===== src/rtl/ctx_frame_pkg.sv =====
package ctx_frame_pkg;

  localparam int unsigned CF_ADDR_W      = 32;
  localparam int unsigned CF_WORD_W      = 32;
  localparam int unsigned CF_FRAME_WORDS = 8;

  typedef enum logic [1:0] {
    ST_IDLE = 2'd0,
    ST_PUSH = 2'd1,
    ST_POP  = 2'd2
  } seq_state_e;

  // Byte distance of a slot from the frame base.
  function automatic int unsigned slot_offset(input int unsigned idx,
                                              input int unsigned step);
    return idx * step;
  endfunction

  // Total byte size of the frame: the stack pointer moves by this much.
  function automatic int unsigned frame_bytes(input int unsigned words,
                                              input int unsigned step);
    return words * step;
  endfunction

endpackage


===== src/rtl/ctx_seq_ctrl.sv =====
module ctx_seq_ctrl
  import ctx_frame_pkg::*;
#(
  parameter int unsigned ADDR_W      = CF_ADDR_W,
  parameter int unsigned FRAME_WORDS = CF_FRAME_WORDS,
  parameter int unsigned WORD_BYTES  = CF_WORD_W / 8,
  parameter int unsigned IDX_W       = $clog2(FRAME_WORDS)
) (
  input  logic              clk,
  input  logic              rst_n,
  input  logic              save_req,
  input  logic              restore_req,
  input  logic [ADDR_W-1:0] sp_in,
  input  logic              beat_ok,
  input  logic              beat_bad,
  output seq_state_e        state,
  output logic [IDX_W-1:0]  slot_idx,
  output logic [ADDR_W-1:0] base,
  output logic              final_beat,
  output logic              start_fire,
  output logic              push_start,
  output logic              done,
  output logic              err,
  output logic              sp_load,
  output logic [ADDR_W-1:0] sp_out
);

  localparam logic [ADDR_W-1:0] SPAN     = ADDR_W'(frame_bytes(FRAME_WORDS, WORD_BYTES));
  localparam logic [IDX_W-1:0]  LAST_IDX = IDX_W'(FRAME_WORDS - 1);
  localparam logic [IDX_W-1:0]  ONE      = IDX_W'(1);

  assign start_fire = (state == ST_IDLE) && (save_req || restore_req);
  assign push_start = (state == ST_IDLE) && save_req;
  assign final_beat = (state == ST_PUSH) ? (slot_idx == '0) : (slot_idx == LAST_IDX);

  always_ff @(posedge clk or negedge rst_n) begin
    if (!rst_n) begin
      state    <= ST_IDLE;
      slot_idx <= '0;
      base     <= '0;
      done     <= 1'b0;
      err      <= 1'b0;
      sp_load  <= 1'b0;
      sp_out   <= '0;
    end else begin
      done    <= 1'b0;
      err     <= 1'b0;
      sp_load <= 1'b0;
      case (state)
        ST_IDLE: begin
          if (save_req) begin
            state    <= ST_PUSH;
            base     <= sp_in - SPAN;
            slot_idx <= LAST_IDX;
          end else if (restore_req) begin
            state    <= ST_POP;
            base     <= sp_in;
            slot_idx <= '0;
          end
        end
        default: begin
          if (beat_bad) begin
            state <= ST_IDLE;
            err   <= 1'b1;
          end else if (beat_ok) begin
            if (final_beat) begin
              state   <= ST_IDLE;
              done    <= 1'b1;
              sp_load <= 1'b1;
              sp_out  <= (state == ST_PUSH) ? base : base + SPAN;
            end else if (state == ST_PUSH) begin
              slot_idx <= slot_idx - ONE;
            end else begin
              slot_idx <= slot_idx + ONE;
            end
          end
        end
      endcase
    end
  end

endmodule


===== src/rtl/ctx_save_latch.sv =====
module ctx_save_latch
  import ctx_frame_pkg::*;
#(
  parameter int unsigned WORD_W      = CF_WORD_W,
  parameter int unsigned FRAME_WORDS = CF_FRAME_WORDS,
  parameter int unsigned IDX_W       = $clog2(FRAME_WORDS)
) (
  input  logic                          clk,
  input  logic                          rst_n,
  input  logic                          load,
  input  logic [FRAME_WORDS*WORD_W-1:0] frame_in,
  input  logic [IDX_W-1:0]              slot_idx,
  output logic [WORD_W-1:0]             word_out
);

  logic [WORD_W-1:0] held [FRAME_WORDS];

  for (genvar g = 0; g < FRAME_WORDS; g++) begin : g_slot
    always_ff @(posedge clk or negedge rst_n) begin
      if (!rst_n)    held[g] <= '0;
      else if (load) held[g] <= frame_in[g*WORD_W +: WORD_W];
    end
  end

  assign word_out = held[slot_idx];

endmodule


===== src/rtl/ctx_restore_bank.sv =====
module ctx_restore_bank
  import ctx_frame_pkg::*;
#(
  parameter int unsigned WORD_W      = CF_WORD_W,
  parameter int unsigned FRAME_WORDS = CF_FRAME_WORDS,
  parameter int unsigned IDX_W       = $clog2(FRAME_WORDS)
) (
  input  logic                          clk,
  input  logic                          rst_n,
  input  logic                          capture,
  input  logic [IDX_W-1:0]              slot_idx,
  input  logic [WORD_W-1:0]             word_in,
  output logic [FRAME_WORDS*WORD_W-1:0] frame_out
);

  for (genvar g = 0; g < FRAME_WORDS; g++) begin : g_slot
    logic [WORD_W-1:0] q;
    always_ff @(posedge clk or negedge rst_n) begin
      if (!rst_n)                                   q <= '0;
      else if (capture && (slot_idx == IDX_W'(g)))  q <= word_in;
    end
    assign frame_out[g*WORD_W +: WORD_W] = q;
  end

endmodule


===== src/rtl/ctx_frame_seq.sv =====
module ctx_frame_seq
  import ctx_frame_pkg::*;
#(
  parameter int unsigned ADDR_W      = CF_ADDR_W,
  parameter int unsigned WORD_W      = CF_WORD_W,
  parameter int unsigned FRAME_WORDS = CF_FRAME_WORDS
) (
  input  logic                          clk,
  input  logic                          rst_n,
  input  logic                          save_req,
  input  logic                          restore_req,
  input  logic [ADDR_W-1:0]             sp_in,
  input  logic [FRAME_WORDS*WORD_W-1:0] reg_in,
  output logic                          mem_req,
  output logic                          mem_we,
  output logic [ADDR_W-1:0]             mem_addr,
  output logic [WORD_W-1:0]             mem_wdata,
  input  logic [WORD_W-1:0]             mem_rdata,
  input  logic                          mem_ready,
  input  logic                          mem_err,
  output logic [FRAME_WORDS*WORD_W-1:0] reg_out,
  output logic [ADDR_W-1:0]             sp_out,
  output logic                          sp_load,
  output logic                          busy,
  output logic                          done,
  output logic                          err
);

  localparam int unsigned WORD_BYTES = WORD_W / 8;
  localparam int unsigned IDX_W      = $clog2(FRAME_WORDS);

  seq_state_e         state;
  logic [IDX_W-1:0]   slot_idx;
  logic [ADDR_W-1:0]  base;
  logic               final_beat;
  logic               start_fire;
  logic               push_start;
  logic               beat_ok;
  logic               beat_bad;
  logic               pop_capture;

  // Named events for the checker.
  assign beat_ok     = mem_req && mem_ready && !mem_err;
  assign beat_bad    = mem_req && mem_ready && mem_err;
  assign pop_capture = beat_ok && (state == ST_POP);

  ctx_seq_ctrl #(
    .ADDR_W      (ADDR_W),
    .FRAME_WORDS (FRAME_WORDS),
    .WORD_BYTES  (WORD_BYTES),
    .IDX_W       (IDX_W)
  ) u_ctrl (
    .clk         (clk),
    .rst_n       (rst_n),
    .save_req    (save_req),
    .restore_req (restore_req),
    .sp_in       (sp_in),
    .beat_ok     (beat_ok),
    .beat_bad    (beat_bad),
    .state       (state),
    .slot_idx    (slot_idx),
    .base        (base),
    .final_beat  (final_beat),
    .start_fire  (start_fire),
    .push_start  (push_start),
    .done        (done),
    .err         (err),
    .sp_load     (sp_load),
    .sp_out      (sp_out)
  );

  ctx_save_latch #(
    .WORD_W      (WORD_W),
    .FRAME_WORDS (FRAME_WORDS),
    .IDX_W       (IDX_W)
  ) u_save (
    .clk      (clk),
    .rst_n    (rst_n),
    .load     (push_start),
    .frame_in (reg_in),
    .slot_idx (slot_idx),
    .word_out (mem_wdata)
  );

  ctx_restore_bank #(
    .WORD_W      (WORD_W),
    .FRAME_WORDS (FRAME_WORDS),
    .IDX_W       (IDX_W)
  ) u_restore (
    .clk       (clk),
    .rst_n     (rst_n),
    .capture   (pop_capture),
    .slot_idx  (slot_idx),
    .word_in   (mem_rdata),
    .frame_out (reg_out)
  );

  assign busy     = (state != ST_IDLE);
  assign mem_req  = busy;
  assign mem_we   = (state == ST_PUSH);
  assign mem_addr = base + ADDR_W'(slot_offset(32'(slot_idx), WORD_BYTES));

endmodule


===== config.mk =====
export PLATFORM = sky130hd
export DESIGN_NAME = ctx_frame_seq
export DESIGN_NICKNAME = d
export VERILOG_FILES = /design/src/rtl/ctx_frame_pkg.sv /design/src/rtl/ctx_seq_ctrl.sv /design/src/rtl/ctx_save_latch.sv /design/src/rtl/ctx_restore_bank.sv /design/src/rtl/ctx_frame_seq.sv
export SDC_FILE = /design/constraint.sdc
export NUM_CORES = 1
export LEC_CHECK = 0
export BUFFER_PORTS_ARGS = -buffer_cell sky130_fd_sc_hd__buf_2
export CAP_MARGIN = 20
export CORE_AREA = 2 2 263 265
export CTS_BUF_LIST = sky130_fd_sc_hd__clkbuf_16
export CTS_CLUSTER_SIZE = 20
export DETAILED_ROUTE_END_ITERATION = 8
export DIE_AREA = 0 0 265 267
export PLACE_DENSITY = 0.69
export REMOVE_ABC_BUFFERS = 1
export SKIP_CTS_REPAIR_TIMING = 1
export SYNTH_ARGS = -nofsm -noshare
export SYNTH_HDL_FRONTEND = slang
export SYNTH_SLANG_ARGS = --single-unit
export TNS_END_PERCENT = 1

===== constraint.sdc =====
create_clock -name clk -period 5 [get_ports clk]
set_input_delay 0.25 -clock clk [delete_from_list [all_inputs] [get_ports clk]]
set_output_delay 0.25 -clock clk [all_outputs]
set_load 0.01 [all_outputs]

---- After elaboration in Yosys (flattened, before gate mapping) ----
Index checks and enable logic that the tools add are counted.
operators by class
  reduce and logical (&&, ||, !) cells .... 25
  order comparisons ....................... 1
  equality and inequality tests ........... 12
  add/sub/neg operators ................... 5
  bitwise operators ....................... 3
  muxes and demuxes ....................... 26
operators with widths
  kind                                                                   count
  32-bit two-way mux                                                     5
  32-bit binary-select mux with 3-bit select                             1
  32-bit by 5-bit adder with 32-bit output                               1
  32-bit by 6-bit adder with 32-bit output (second input constant)       1
  32-bit by 6-bit subtractor with 32-bit output (second input constant)  1
  3-bit two-way mux                                                      7
  1-bit logical AND                                                      13
  3-bit == test (second input constant)                                  4
  2-bit two-way mux                                                      6
  4-bit AND reduction                                                    2
  1-bit two-way mux                                                      7
  3-bit by 2-bit == test with 1-bit output (second input constant)       2
  2-bit nonzero test                                                     3
  3-bit nonzero test                                                     2
  4-bit >= comparator (second input constant)                            1
  2-bit by 1-bit != test with 1-bit output (second input constant)       2
  3-bit inverter with 4-bit output                                       1
  3-bit by 1-bit adder with 3-bit output (second input constant)         1
  3-bit by 1-bit == test with 1-bit output (second input constant)       1
  3-bit zero test                                                        1
  3-bit != test (second input constant)                                  1
  3-bit AND reduction                                                    1
  3-bit by 1-bit subtractor with 3-bit output (second input constant)    1
  2-bit by 1-bit == test with 1-bit output (second input constant)       1
  other kinds (5)                                                        6
storage, ports and cells
  register bits after elaboration ......... 583
  logic and storage cells ................. 94
  input port bits ......................... 326
  output and inout bits ................... 358

---- Depth between registers and ports, before layout ----
Gate-level depths: netlist of run 1.
  depth in word-level cells ............... 6
  depth in mapped cells ................... 10
  mapped depth without buffers ............ 7

---- Modules after synthesis ----
Synthesis of run 1 repeated with hierarchy kept, for this count alone.
unflattened totals
  cells, all modules ...................... 1725
  area total of the unflattened synthesis .. 25557.0 um^2
by module, submodules not included
  module            seq. area each (um^2)  area an instance (um^2)  instances  cells an instance
  ctx_save_latch    6406.1                 11503.5                  1          654
  ctx_restore_bank  6406.1                 9613.0                   1          551
  ctx_seq_ctrl      1776.7                 3729.8                   1          414
  ctx_frame_seq     0.0                    710.7                    1          106

---- Least setup slack after synthesis of run 1 ----
Ideal clock, no wire load.
  path kind ............................... register to register
  start point ............................. register u_ctrl.slot_idx[1]
  end point ............................... register u_ctrl.slot_idx[1]
  cell stages (with the launch flop) ...... 10
  setup time .............................. 0.139 ns
  clock period less this slack ............ 2.476 ns
  path buffers ............................ 2
  path slack .............................. 2.524 ns
  required time ........................... 4.861 ns
  data arrival time ....................... 2.337 ns
  cells stage by stage .................... dfrtp_1 -> clkbuf_1 -> clkbuf_1 -> inv_1 -> ha_1 -> nor4bb_1 -> a21oi_1 -> a21boi_0 -> a2111oi_0 -> a21oi_1
on the way
  longest elaborated chain between the ends .. 6
  elaborated cells between the ends (all ways) .. 12
  those cells by class .................... add/sub: 2; eq/ne: 2; mux: 6; reduce/logical: 2
RTL lines
  element                                                                                                line                                    text
  start, declared                                                                                        ctx_seq_ctrl.sv:17                      output logic [IDX_W-1:0] slot_idx,
  start signal, assigned                                                                                 ctx_seq_ctrl.sv:72                      slot_idx <= slot_idx - ONE;
  start signal, assigned                                                                                 ctx_seq_ctrl.sv:74                      slot_idx <= slot_idx + ONE;
  3-bit by 1-bit adder with 3-bit output or 3-bit by 1-bit subtractor with 3-bit output (tied branches)  ctx_seq_ctrl.sv:74, ctx_seq_ctrl.sv:72
  3-bit two-way mux                                                                                      ctx_seq_ctrl.sv:71                      end else if (state == ST_PUSH) begin
  3-bit two-way mux                                                                                      ctx_seq_ctrl.sv:66                      if (final_beat) begin
  3-bit two-way mux                                                                                      ctx_seq_ctrl.sv:65                      end else if (beat_ok) begin
  3-bit two-way mux                                                                                      ctx_seq_ctrl.sv:62                      if (beat_bad) begin
  3-bit two-way mux                                                                                      ctx_seq_ctrl.sv:49                      case (state)
Several ways; a longest one is shown, not always the timed one. The select of a mux whose other input is x is not followed.
A chain may end at the register's enable or synchronous reset.

---- Final worst setup path of run 1 ----
  start point ............................. register u_ctrl.slot_idx[2]
  end point ............................... output port mem_addr[29]
on the way
  longest elaborated chain between the ends .. 1
RTL lines
  element                                   line                  text
  32-bit by 5-bit adder with 32-bit output  ctx_frame_seq.sv:101  assign mem_addr = base + ADDR_W'(slot_offset(32'(slot_idx), WORD_BYTES));
  end, declared                             ctx_frame_seq.sv:16   output logic [ADDR_W-1:0] mem_addr,
Every way passes these cells.

==> impl_metrics.ini, run 1 <==
[status]
run_status = complete, but fails checks
violations = hold timing

[critical_path]
critPathCaptureType = output port
r2r_slack_ps = 2080
cp_max_fo = 38
cp-start-kind = register
arrival_ps = 3590
r2r_start = u_ctrl.slot_idx[0]$_DFFE_PN0P_
reg2reg_depth = 8
required_ps = 4750
worst_r2r_endpoint = u_ctrl.sp_out[13]$_DFFE_PN0P_
critPathKind = register to output port

[global_routing]
antenna_found_initial = 9
grt_max_degree = 196
grt_pass1_wl_um = 112000
globalRoute.totalOverflow = 0
grt_pass1_vias = 19100
track_usage_pct = 20.4

[power]
pwr_density_cell_mw_per_mm2 = 594
combPwrFrac_pct = 38.2
leakage_uw = 0.0183
pwr-share-seq_pct = 40.3
netSwitchingFraction_pct = 37.9
p_sw_uw = 7810
internal_power_uw = 12800
clkPwrFrac_pct = 21.4
vdd.ir_drop.worst_mv = 0.379
power_uw = 20600

[place]
hpwl_um = 52000
gp_congestion = 0.865
portBuffers = 683
place_ws_ps = 1810
placedCellCount = 3752

[route]
drc = 0
drt_first_pass_iters = 5
dr_total_vias = 21300
via_per_inst = 5.09
drt-total-wl_um = 81900
drt.antenna.violating_nets = 0
wl_per_cell_um = 19.6
first_iter_violations = 1507

[sta]
fin_crit_ps = 3840
relSlewSlack_pct = 25.8
maxSlewViolCount = 0
worst_pin_slew_ps = 1110
final.setup_skew_ps = 38.6
fmax_mhz = 261
holdWs_ps = -1.70
finalHoldViolations = 1
worst_slack_ps = 1160
rsz0062_at_grt = no
setup_viol = 0
fin_crit_sh_pct = 76.7

[yosys]
synth.distinct_cells = 53
synthArstFlopShare_pct = 100
synth_ff_type = dfrtp_1
synthTopCellsByArea = dfrtp_1, nand2_1, mux2_2, mux4_2, xor2_1
avgSynthCellArea_sq_um = 11.0
post-synth-top-area-cell = dfrtp_1
ys_warn_count = 0
synth_edf_count = 0
syn-instance-count = 2305
ys_ff_latch = 583
netlist_area_sq_mm = 0.0253
synth.yosys.seq_area_share_pct = 57.6
yosys.area.top_type_share_pct = 57.6

[floorplanning]
rows = 96
fp.dieW_um = 265
dieHeight_um = 267
die_area_sq_mm = 0.0708
start_util_pct = 37.3
core_sq_mm = 0.0680
io_pins = 684

[min_path]
whs_path_depth = 3
hold_path_end = u_ctrl.base[25]$_DFFE_PN0P_
min_path_type = primary input to register
min_from = sp_in[25]

[clocking]
worstSkewPairLatency_ps = 650
ctsLongestPathBuffers = 3
clock_sinks = 583
h-tree-depth = 2
tritoncts = yes
cts_buffers = 61
cts_root_buffer = clkbuf_16
path_clk_slew_ps = 70

[final_layout]
area_growth_pct = 36.7
nets = 3583
final_cell_mix = nand2_1, buf_2, dfrtp_1
mostFrequentLayoutCell = nand2_1
fin_cells = 4186
fill_cells = 5741
drive_gt1_share_pct = 35.1

[job]
maxCapViolations = 0
[how the worst max path moves through the flow]
stage / startpoint / endpoint / slack [ps] / cells after the start
2_1_floorplan: u_ctrl.state[1]$_DFFE_PN0P_ / u_ctrl.slot_idx[0]$_DFFE_PN0P_ / -4580 / 5
3_3_place_gp: u_ctrl.slot_idx[2]$_DFFE_PN0P_ / mem_addr[29] / 1760 / 7
3_5_place_dp: u_ctrl.slot_idx[2]$_DFFE_PN0P_ / mem_addr[29] / 1810 / 7
4_1_cts: u_ctrl.slot_idx[2]$_DFFE_PN0P_ / mem_addr[29] / 1070 / 7
5_1_grt: u_ctrl.slot_idx[0]$_DFFE_PN0P_ / mem_addr[26] / 900 / 8
6_report: u_ctrl.slot_idx[2]$_DFFE_PN0P_ / mem_addr[29] / 1160 / 7
[synth_stat cells (6+ instances only)]
master / number
nor2_1: 55
ha_1: 12
buf_1: 10
mux2_2: 269
o21ai_0: 25
o21ai_1: 8
and3_1: 6
dfrtp_1: 583
clkbuf_1: 59
buf_2: 65
mux4_2: 64
inv_1: 9
nand2_1: 921
xnor2_1: 34
xor2_1: 45
nand3_1: 26
a21oi_1: 29
nand4_1: 18
[critical path, cell delays in order, from the launching register on]
cell and delay [ps]:
dfrtp_2 990, ha_1 350, o21ai_0 150, nor3b_2 490
nand3_1 250, nor4_1 370, xor2_1 210, buf_2 160
[power by group through the flow]
stage / sequential (uW) / combinational [uW] / clock, uW
2_1_floorplan: 8460 / 4390 / 0
3_3_place_gp: 8200 / 7420 / 0
3_5_place_dp: 8290 / 7550 / 0
4_1_cts: 8230 / 7590 / 4500
5_1_grt: 8530 / 8570 / 4700
6_report: 8300 / 7870 / 4410
[area by class of cell]
cell class                      instances  area (sq um)  area share (%)
Clock buffer                           61          1530            4.41
Inverter                               11          41.3           0.119
Multi-Input combinational cell       1573         10200            29.3
Clock inverter                         53           413            1.19
Antenna cell                            9          22.5          0.0650
Timing Repair Buffer                 1014          6780            19.6
Tap cell                              882          1100            3.19
Sequential cell                       583         14600            42.1
[stage by stage]
step	area (sq um)	TNS, ps	hold WS (ps)	utilization [%]
floorplan	24700	-1032120	-45.6	-
global placement	29600	0	391	43.5
detailed placement	29600	0	392	43.5
CTS	31500	0	-326	46.3
global route	34600	0	7.35	50.9
finish	34600	0	-1.70	50.9
[sequential cells by signal, indices dropped and copies added, names as in the netlist]
signal,count
u_restore.g_slot.q,256
u_ctrl.state,2
u_ctrl.slot_idx,3
u_ctrl.sp_out,32
u_ctrl.base,32
u_save.held,256
u_ctrl.done,1
u_ctrl.err,1
[logic make-up after synthesis]
family                     share of synthesized area, %
adders and majority gates                         0.671
buffers and inverters                              2.59
and+or+nand+nor                                    17.2
muxes                                              17.7
DFF                                                57.6
AOI/OAI and AO/OA                                  1.54
xor gates and xnor gates                           2.73
[layer usage]
metal	track usage (%)	wire, um	vias up
li1	-	-	9484
met1	25.0	31400	10500
met2	33.8	40100	1018
met3	5.90	6330	299
met4	8.17	4110	2
met5	0	8	-
Power figures use the tool's default switching activity.
==> run 2: changes to the inputs <==
Settings changed: ABC_AREA set to 1, CORE_AREA 2 2 263 265 to 2 2 268 270, DIE_AREA 0 0 265 267 to 0 0 270 272, PLACE_DENSITY 0.69 to 0.71.
Clock period 5 ns to 3.4 ns, I/O delays scaled along.
==> impl_metrics.ini, run 2 <==
[yosys]
post-synth-top-area-cell = dfrtp_1
netlist_area_sq_mm = 0.0266
synth.yosys.seq_area_share_pct = 54.8
synth_common_cells = nand2_1, dfrtp_1, o21ai_0, nor2_1, buf_2
avgSynthCellArea_sq_um = 7.84
synth.distinct_cells = 33
yosys.area.top_type_share_pct = 54.8
synth_ff_type = dfrtp_1
ys_warn_count = 0
synth_most_common_cell = nand2_1
synthTopCellsByArea = dfrtp_1, nand2_1, o21ai_0, nor2_1, buf_2
syn-instance-count = 3392
ys_ff_latch = 583
synthArstFlopShare_pct = 100
synth_edf_count = 0

[critical_path]
arrival_ps = 2920
required_ps = 3230
max_stage_delay_ps = 510
r2r_slack_ps = 1030
cp-start-kind = register
cp_max_fo = 35
reg2reg_depth = 9
critPathCaptureType = output port
cp_slowest_cell = dfrtp_4
worst_r2r_endpoint = u_restore.g_slot[3].q[4]$_DFFE_PN0P_
crit_chain = inv_4, buf_4, o21ai_0, o22ai_1, nor2_1, a31oi_1, buf_2
critPathKind = register to output port
r2r_start = u_ctrl.slot_idx[0]$_DFFE_PN0P_

[status]
run_status = complete, but fails checks
violations = hold timing

[sta]
setup_viol = 0
worst_slack_ps = 309
fmax_mhz = 324
rsz0062_at_grt = no
relSlewSlack_pct = 35.7
maxSlewViolCount = 0
worst_pin_slew_ps = 965
fin_crit_sh_pct = 90.9
finalHoldViolations = 2
final.setup_skew_ps = 15.2
holdWs_ps = -12.2
fin_crit_ps = 3090

[route]
drt-total-wl_um = 101000
drt.antenna.violating_nets = 0
via_per_inst = 5.14
drt_first_pass_iters = 6
dr_total_vias = 27200
wl_per_cell_um = 19.0
drc = 0
first_iter_violations = 2888

[floorplanning]
io_pins = 684
rows = 98
core_sq_mm = 0.0708
die_area_sq_mm = 0.0734
dieHeight_um = 272
start_util_pct = 37.6
fp.dieW_um = 270

[global_routing]
grt_most_used_layer = met2
grt_pass1_wl_um = 142000
antenna_found_initial = 1
grt_use_met3_pct = 4.39
globalRoute.totalOverflow = 0
track_usage_pct = 24.7
use_met2_pct = 40.0
grt_pass1_vias = 24400
met1_usage_pct = 32.4
grt_max_degree = 136

[final_layout]
stdcell_area_sq_mm = 0.0361
regArea_sq_mm = 0.0146
fill_cells = 6383
final_cell_mix = nand2_1, buf_2, dfrtp_1
final_util_pct = 51.0
multiInputGateArea_sq_mm = 0.0107
fin_cells = 5286
top_regs = u_restore.g_slot.q: 256 flops, u_save.held: 256 flops
drive_gt1_share_pct = 19.8
nets = 4628
area_growth_pct = 35.6
mostFrequentLayoutCell = nand2_1

[place]
place_ws_ps = 991
placedCellCount = 4856
portBuffers = 683
gp_congestion = 0.969
dpl-instance-area_sq_mm = 0.0309
hpwl_um = 63500

[clocking]
clock_sinks = 583
worstSkewPairLatency_ps = 610
cts_buffers = 66
path_clk_slew_ps = 60
h-tree-depth = 3
ctsLongestPathBuffers = 3
tritoncts = yes
cts_root_buffer = clkbuf_16

[min_path]
min_from = sp_in[28]
min_path_type = primary input to register
hold_path_end = u_ctrl.base[28]$_DFFE_PN0P_
whs_path_depth = 4

[job]
maxCapViolations = 0

[power]
vdd.ir_drop.worst_mv = 0.535
pwr_density_cell_mw_per_mm2 = 815
leakage_uw = 0.0199
-- run 2: cell types whose count changed after synthesis, moves of 53 or more --
cell	previous run	this run
mux2_2	269	0
nand2_1	921	1520
o21ai_0	25	322
nor2_1	55	311
inv_1	9	75
o21ai_1	8	100
buf_2	65	118
mux4_2	64	0
-- run 2: cell families (layout without fill, tap and decap cells) --
kind of cell,count (synthesis),count (layout),synth area share [%]
xor+xnor,42,42,1.38
fa+ha+maj,13,13,0.640
flops,583,583,54.8
buf+inv,310,1253,5.07
other cells,0,1,0
simple gates,1941,1941,28.2
compound gates,503,503,9.86
-- run 2: metal layers --
metal	part of all wire, %	vias to the layer above
li1	-	12500
met1	40	12800
met5	0	-
met4	4.9	0
met3	8.6	278
met2	47	1586
-- run 2: how the worst max path moves through the flow --
stage	from	end	slack (ps)	cells past startpoint
after floorplan	u_ctrl.state[1]$_DFFE_PN0P_	u_save.held[0]$_DFFE_PN0P_	-6970	6
after CTS	u_ctrl.slot_idx[0]$_DFFE_PN0P_	mem_wdata[10]	410	7
after detailed placement	u_ctrl.slot_idx[0]$_DFFE_PN0P_	u_restore.g_slot[4].q[13]$_DFFE_PN0P_	990	8
after global placement	u_ctrl.slot_idx[0]$_DFFE_PN0P_	mem_wdata[10]	1070	7
final	u_ctrl.slot_idx[0]$_DFFE_PN0P_	mem_wdata[10]	310	7
after global routing	u_ctrl.slot_idx[0]$_DFFE_PN0P_	mem_wdata[10]	260	7
-- run 2: layout make-up --
type | count | share of cell area (%)
diodes | 1 | 0.00694
flip-flops and latches | 583 | 40.5
multi-input cells | 2499 | 29.6
clock buffers | 66 | 4.58
repair buffers | 1061 | 20.1
inverters | 78 | 0.840
well taps | 950 | 3.30
clock inverters | 48 | 1.10
-- run 2: through the flow --
stage                     power (uW)  setup TNS [ps]  hold slack, ps
after floorplan                17100        -2889080            -126
after global placement         21800               0             238
after detailed placement       22000               0             243
after CTS                      28900               0            -419
after global routing           31200               0            2.41
final                          29400               0           -12.2
-- run 2: worst max-delay path: cells and delay by family, from the launching register on --
family / cells / cell delay [ps]
flops: 1 / 510
compound gates: 3 / 770
simple gates: 1 / 90
buf+inv: 3 / 910
-- run 2: power breakdown --
part           internal (uW)  total [uW]  leakage [uW]  switching (uW)
combinational           3880       11300        0.0112            7420
sequential              9480       11200       0.00760            1750
clock                   3810        6870       0.00105            3060
